$ cat config.mk
export PLATFORM = sky130hd
export DESIGN_NAME = win_decoder
export DESIGN_NICKNAME = d
export VERILOG_FILES = /design/src/rtl/win_pkg.sv /design/src/rtl/win_regs.sv /design/src/rtl/win_match.sv /design/src/rtl/win_decoder.sv
export SDC_FILE = /design/constraint.sdc
export NUM_CORES = 1
export LEC_CHECK = 0
export BUFFER_PORTS_ARGS = -buffer_cell sky130_fd_sc_hd__buf_2
export CAP_MARGIN = 20
export CORE_MARGIN = 2
export CORE_UTILIZATION = 42
export DETAILED_ROUTE_END_ITERATION = 8
export PLACE_DENSITY_LB_ADDON = 0.25
export SKIP_LAST_GASP = 1
export SLEW_MARGIN = 20
export SYNTH_ARGS = -nofsm -noshare
export SYNTH_HDL_FRONTEND = slang
export SYNTH_SLANG_ARGS = --single-unit
$ cat constraint.sdc
create_clock -name clk -period 1.8 [get_ports clk]
set_input_delay 0.36 -clock clk [delete_from_list [all_inputs] [get_ports clk]]
set_output_delay 0.36 -clock clk [all_outputs]
set_load 0.02 [all_outputs]
$ cat src/rtl/win_pkg.sv
package win_pkg;
  // Control register field positions decoded by software
  localparam int CTRL_SIZE_LSB = 16;
  localparam int CTRL_FLAG_BIT = 28;

  typedef enum logic {
    SEL_BASE = 1'b0,
    SEL_CTRL = 1'b1
  } reg_sel_e;
endpackage

$ cat src/rtl/win_regs.sv
module win_regs #(
  parameter int BASE_W = 24,
  parameter int SIZE_W = 5
) (
  input  logic              clk,
  input  logic              rst,
  input  logic              wr_base,
  input  logic              wr_ctrl,
  input  logic [BASE_W-1:0] base_wd,
  input  logic [SIZE_W-1:0] size_wd,
  input  logic              clr_wd,
  input  logic              err_set,
  output logic [BASE_W-1:0] base_q,
  output logic [SIZE_W-1:0] size_q,
  output logic              flag_q
);
  always_ff @(posedge clk) begin
    if (rst) begin
      base_q <= '0;
      size_q <= '0;
      flag_q <= 1'b0;
    end else begin
      if (wr_base) base_q <= base_wd;
      if (wr_ctrl) size_q <= size_wd;
      // A new error wins over a same-edge clear
      if (err_set)                flag_q <= 1'b1;
      else if (wr_ctrl && clr_wd) flag_q <= 1'b0;
    end
  end
endmodule

$ cat src/rtl/win_match.sv
module win_match #(
  parameter int ADDR_W = 32,
  parameter int BASE_W = 24,
  parameter int SIZE_W = 5,
  parameter logic [ADDR_W-BASE_W-1:0] TOP_VAL = 'h1F
) (
  input  logic [ADDR_W-1:0] addr,
  input  logic [BASE_W-1:0] base,
  input  logic [SIZE_W-1:0] size,
  output logic              in_win,
  output logic              in_area
);
  logic [ADDR_W-1:0] eff_base;
  logic [ADDR_W-1:0] care;

  assign eff_base = {TOP_VAL, base};

  // Bit i takes part in the compare only at or above the exponent
  for (genvar i = 0; i < ADDR_W; i++) begin : g_care
    assign care[i] = (32'(i) >= 32'(size));
  end

  assign in_win  = ~|((addr ^ eff_base) & care);
  assign in_area = (addr[ADDR_W-1:BASE_W] == TOP_VAL);
endmodule

$ cat src/rtl/win_decoder.sv
module win_decoder #(
  parameter int ADDR_W = 32,
  parameter int BASE_W = 24,
  parameter int SIZE_W = 5,
  parameter logic [ADDR_W-BASE_W-1:0] TOP_VAL = 'h1F
) (
  input  logic              clk,
  input  logic              rst,
  input  logic              acc_valid,
  input  logic [ADDR_W-1:0] acc_addr,
  input  logic              reg_wr,
  input  logic              reg_sel,
  input  logic [ADDR_W-1:0] reg_wdata,
  output logic              win_hit,
  output logic              addr_err,
  output logic [ADDR_W-1:0] base_rdata,
  output logic [ADDR_W-1:0] ctrl_rdata
);
  import win_pkg::*;

  logic [BASE_W-1:0] base_q;
  logic [SIZE_W-1:0] size_q;
  logic              flag_q;
  logic              in_win, in_area;
  logic              err_now;
  logic              wr_base, wr_ctrl;
  logic              unused_wdata;

  assign wr_base      = reg_wr && (reg_sel_e'(reg_sel) == SEL_BASE);
  assign wr_ctrl      = reg_wr && (reg_sel_e'(reg_sel) == SEL_CTRL);
  assign unused_wdata = ^reg_wdata;

  win_match #(
    .ADDR_W(ADDR_W), .BASE_W(BASE_W), .SIZE_W(SIZE_W), .TOP_VAL(TOP_VAL)
  ) u_match (
    .addr(acc_addr), .base(base_q), .size(size_q),
    .in_win(in_win), .in_area(in_area)
  );

  assign err_now = acc_valid && in_area && !in_win;

  win_regs #(.BASE_W(BASE_W), .SIZE_W(SIZE_W)) u_regs (
    .clk(clk), .rst(rst),
    .wr_base(wr_base), .wr_ctrl(wr_ctrl),
    .base_wd(reg_wdata[BASE_W-1:0]),
    .size_wd(reg_wdata[CTRL_SIZE_LSB +: SIZE_W]),
    .clr_wd(reg_wdata[CTRL_FLAG_BIT]),
    .err_set(err_now),
    .base_q(base_q), .size_q(size_q), .flag_q(flag_q)
  );

  always_ff @(posedge clk) begin
    if (rst) begin
      win_hit  <= 1'b0;
      addr_err <= 1'b0;
    end else begin
      win_hit  <= acc_valid && in_win;
      addr_err <= err_now;
    end
  end

  assign base_rdata = {TOP_VAL, base_q};

  always_comb begin
    ctrl_rdata = '0;
    ctrl_rdata[CTRL_SIZE_LSB +: SIZE_W] = size_q;
    ctrl_rdata[CTRL_FLAG_BIT]           = flag_q;
  end
endmodule

# Word-level counts from Yosys, hierarchy flattened
# Cells that the tools add are included.
# W data, S select, Z words.
word_totals:
  reg_bits: 32
  input_bits: 69
  out_inout_bits: 66
  word_cells: 51
op_classes:
  n_mux: 2
  n_reduce_logical: 9
  bitwise_logic: 3
  n_lt_le_gt_ge: 31
  eq_ne: 1
op_table:
  columns: ["op", "n"]
  rows:
  - ["$ge A5 B5 Y1 const A", 15]
  - ["$ge A4 B5 Y1 const A", 8]
  - ["$and A32 B32 Y32", 1]
  - ["$reduce_or A32 Y1", 1]
  - ["$xor A32 B29 Y32", 1]
  - ["$ge A3 B5 Y1 const A", 4]
  - ["$ge A1 B5 Y1 const A", 2]
  - ["$ge A2 B5 Y1 const A", 2]
  - ["$eq A8 B5 Y1 const B", 1]
  - ["$logic_and A1 B1 Y1", 6]
  - ["$mux W1", 2]
  - ["$reduce_bool A2 Y1", 1]
  - ["$logic_not A1 Y1", 1]
  - ["$not A1 Y1", 1]

# Depth between registers and ports, before layout
depth:
  depth_word: 5
  mapped_depth: 9
  ltp_nobuf: 7

# By module
# Synthesis repeated with hierarchy kept, for this count alone.
hier_totals:
  hier_cells: 237
  hier_area_um2: 2107.0
modules_own_cells:
  columns: ["module", "cells_each", "instances", "seq_area_each_um2", "area_per_inst_um2"]
  rows:
  - ["win_regs", 98, 1, 600.6, 1084.8]
  - ["win_match", 95, 1, 0.0, 666.9]
  - ["win_decoder", 44, 1, 40.0, 355.3]

# Least setup slack after synthesis
# Ideal clock, no wire load.
synth_timing:
  kind: "register -> register"
  start: "register u_regs.size_q[2]"
  end: "register u_regs.flag_q"
  stages_incl_launch_ff: 8
  required_ps: 1675
  synth_period_minus_slack_ps: 1863
  setup_slack_ps: -63
  setup_time_ps: 125
  t_arrival_ps: 1738
  path_buffers: 2
  path_cell_list: "dfxtp_1 buf_6 buf_2 nor4_1 a2111oi_4 o2111ai_1 nor4_2 o41ai_1"
synth_between:
  elab_chain_cells: 5
  word_cells_on_any_way: 36
  classes_between: "order compare: 31; mux: 1; bitwise: 1; reduce/logical: 3"
synth_rtl:
  columns: ["element", "line", "text"]
  rows:
  - ["start: declaration", "win_regs.sv:14", "output logic [SIZE_W-1:0] size_q,"]
  - ["start signal: assignment", "win_regs.sv:24", "if (wr_ctrl) size_q <= size_wd;"]
  - ["$ge A1 B5 Y1 (tied with other cells)", "win_match.sv:20", "assign care[i] = (32'(i) >= 32'(size));"]
  - ["$and A32 B32 Y32 (*)", "win_match.sv:23", "assign in_win = ~|((addr ^ eff_base) & care);"]
  - ["$reduce_or A32 Y1 (*)", "win_match.sv:23", null]
  - ["$logic_and A1 B1 Y1 (*)", "win_decoder.sv:40", "assign err_now = acc_valid && in_area && !in_win;"]
  - ["$mux W1 / $reduce_bool A2 Y1 (equally long branches)", null, null]
  - ["end signal: assignment", "win_regs.sv:21", "flag_q <= 1'b0;"]
  - ["end signal: assignment", "win_regs.sv:26", "if (err_set) flag_q <= 1'b1;"]
  - ["end signal: assignment", "win_regs.sv:27", "else if (wr_ctrl && clr_wd) flag_q <= 1'b0;"]
  - ["end: declaration", "win_regs.sv:15", "output logic flag_q"]
# Mark *: on every way between the ends. The rest lies on a longest branch, timed or not.
# A chain may end at the register's enable or synchronous reset.

# Worst setup path after layout
layout_timing:
  start: "register u_regs.base_q[12]"
  end: "register u_regs.flag_q"
layout_between:
  elab_chain_cells: 5
  word_cells_on_any_way: 6
  classes_between: "mux: 1; bitwise: 2; reduce/logical: 3"
layout_rtl:
  columns: ["element", "line", "text"]
  rows:
  - ["start: declaration", "win_regs.sv:13", "output logic [BASE_W-1:0] base_q,"]
  - ["start signal: assignment", "win_regs.sv:23", "if (wr_base) base_q <= base_wd;"]
  - ["$xor A32 B29 Y32 (*)", "win_match.sv:23", null]
  - ["$and A32 B32 Y32 (*)", "win_match.sv:23", null]
  - ["$reduce_or A32 Y1 (*)", "win_match.sv:23", null]
  - ["$logic_and A1 B1 Y1 (*)", "win_decoder.sv:40", null]
  - ["$mux W1 / $reduce_bool A2 Y1 (equally long branches)", null, null]
# Marked as above.

==> metrics <==
status=finished with violations; failing checks=negative setup slack; Synth Area in XOR/XNOR=0.102; DR WL/cell=12.7 um; ranking of synthesized cells by area=dfxtp_1 (31%), buf_4 (13%), nand2_1 (11%); largest net degree at the start of global routing=19; Gate Count Post-Synth=270; TritonRoute pass-1 iters=4; post-synthesis mux area share=0; most frequent cells in the layout=buf_2 (93), nand2_1 (59), a21oi_1 (38); hold_sp=reg_wdata[12]; P&R area growth vs syn=38.1%; wirelength, routed=~5600 um; crit path cell chain=xor2_2, a2111oi_4, o21ai_2, a211oi_2, a221oi_2, nor4_2, buf_4, o41ai_4; CTS tree=done; simple-gate share of the synthesized area=0.201; die boundary width=74.0 um; worst setup margin=-0.128 ns; Primary FF master, synth=dfxtp_1; CP max-delay cell=dfxtp_2; Worst-path clk slew=0.07 ns; Post-Synth Adder-Cell Area=0; main combinational cell family by area after synthesis=compound AO/OA/AOI/OAI gates; RSZ-0062 raised after global routing=true; most common cell after layout, fill and taps aside=buf_2; # fillers=460; H-tree level count=2; Worst Setup SP=u_regs.base_q[12]; Num CTS Buffers=5; endpoints failing hold=0; first-pass GRT wire length=8170 um; initial antenna violation count=0; kind of end point of the critical path=register; Worst Path Required=1.97 ns; final hold slack=0.301 ns; P_leak=around 1.4 nW; CTS hold repair buffers=0; I/O pin cnt=135; clock buffer depth=2; core region area=4720 um2; Fmax=519 MHz; post-synth top area share=0.311; # diodes=0; Max Cap Violations=0; fin crit period=1.93 ns; PortBufs=just over 90; Final Max Slew Viols=0; Total Power=roughly 1.9 mW; drt via density=between 4 and 5; clk sinks=32; Final Wtd Congestion=0.937; Startpoint Class=register; Critical R2R Launch=u_regs.base_q[12]; CTS Root Cell=clkbuf_8; Critical Path Max Stage Delay=0.34 ns; post-synth cell types=between 40 and 50; post-route cell area=2840 um2; Worst path top cell family by delay=compound AO/OA/AOI/OAI gates; Hold WC Path Type=in2reg; Post-synth EDFFs=0; Crit Path Class=reg2reg; Post-Syn Area=between 2000 and 2500 um2; Routed Antenna Nets=0; vias in the first global route=1733; die footprint=5470 um2; worst vdd rail ir drop=about 0.00044 V; final setup vio count=3; clk_lat worst skew=about 0.28 ns; Worst Skew=0.00579 ns; placed cell areas=between 2000 and 3000 um2; fraction of registers with async set/reset=0; crit path DAT=around 2.1 ns; # DRC=0; Post-Syn Area per Cell=7.62 um2; Rows=25; setup_tns=-0.356 ns; ratio of cells with drive above 1 in the final layout=0.408; total grt overflow=0; crit path max fanout=3; Synth Area in Compound Gates=0.207; gr usage total=0.200; Pwr Density=between 600 and 700 nW/um2; drt initial violations=129; Final period util=1.07; synth warn=0; DP HPWL=4360 um; post-synth top area cell=dfxtp_1; Final nets=443; Initial Util=0.435; Die Y=between 70 and 80 um; sequential fraction of the synthesis area=0.311; post-synthesis sequential element count=32; Buf/Inv on CP=1; via count=2086; final core occ=0.602
[registers in the layout, summed over array words and instances, names as in the netlist]
signal,cells
addr_err,1
u_regs.base_q,24
u_regs.flag_q,1
u_regs.size_q,5
win_hit,1
[worst register-to-register path: stages (launching register included)]
cell and delay [ns]:
dfxtp_2 0.34, xor2_2 0.20, a2111oi_4 0.33, o21ai_2 0.12, a211oi_2 0.23, a221oi_2 0.07, nor4_2 0.29, buf_4 0.19
o41ai_4 0.06
[area by class of cell]
type | count | area (um2) | share of cell area
multi-input cells | 216 | 1300 | 0.458
repair buffers | 117 | 683 | 0.240
flip-flops and latches | 32 | 659 | 0.232
well taps | 67 | 83.8 | 0.0295
clock buffers | 6 | 72.6 | 0.0255
clock inverters | 2 | 35.0 | 0.0123
inverters | 2 | 7.51 | 0.00264
[Yosys cell counts, types with 2 or more instances]
cell type	n
and2_1	2
inv_1	2
o21bai_1	2
buf_2	2
nor2_1	5
conb_1	2
a211oi_1	3
a21oi_1	39
nand3_1	7
a31oi_1	2
o21ai_0	3
buf_4	35
nand2_1	60
dfxtp_1	32
xor2_1	17
xnor2_1	7
a22oi_1	2
nor4_1	3
nor2b_1	4
buf_6	3
o21ai_1	3
clkbuf_1	12
nand2b_1	2
nand4_1	2
[worst paths after layout]
path                                           to  slack (ns)  cells past startpoint
worst min-delay path            u_regs.base_q[12]        0.30                      3
worst max register to register      u_regs.flag_q       -0.13                      8
worst min register to register   u_regs.base_q[1]        0.48                      2
worst max-delay path                u_regs.flag_q       -0.13                      8
[repair_timing]
item                                    CTS  global route
resized for setup                         7            19
endpoints found under the setup margin    3             3
gates cloned                              0             0
pin swaps                                 2             7
setup buffers                             0             4
[power by group]
group | internal, mW | leakage (nW) | switching [mW] | total [mW]
clock | 0.410 | 0.0552 | 0.263 | 0.673
combinational | 0.187 | 1.04 | 0.293 | 0.479
sequential | 0.736 | 0.265 | 0.0332 | 0.769
total | 1.33 | 1.36 | 0.588 | 1.92
[stage by stage]
step / setup WS [ns] / instances
2_1_floorplan: 0.0180 / 302
3_3_place_gp: -0.116 / 430
3_5_place_dp: -0.139 / 430
4_1_cts: 0.00238 / 438
5_1_grt: -0.194 / 442
6_report: -0.128 / 442
[routing by layer]
metal	global-route usage	wire length (um)	up-vias
met2	0.309	2670	92
met1	0.264	2420	936
met4	0.0707	89	0
met3	0.0623	453	8
met5	0	0	-
li1	-	-	1050
[cells by family after synthesis]
| logic type | count (synthesis) |
|---|---|
| DFF | 32 |
| and+or+nand+nor | 91 |
| AOI/OAI and AO/OA | 67 |
| other | 2 |
| buffers and inverters | 54 |
| xor gates and xnor gates | 24 |
Note: power is estimated with default switching activity, not from simulation.
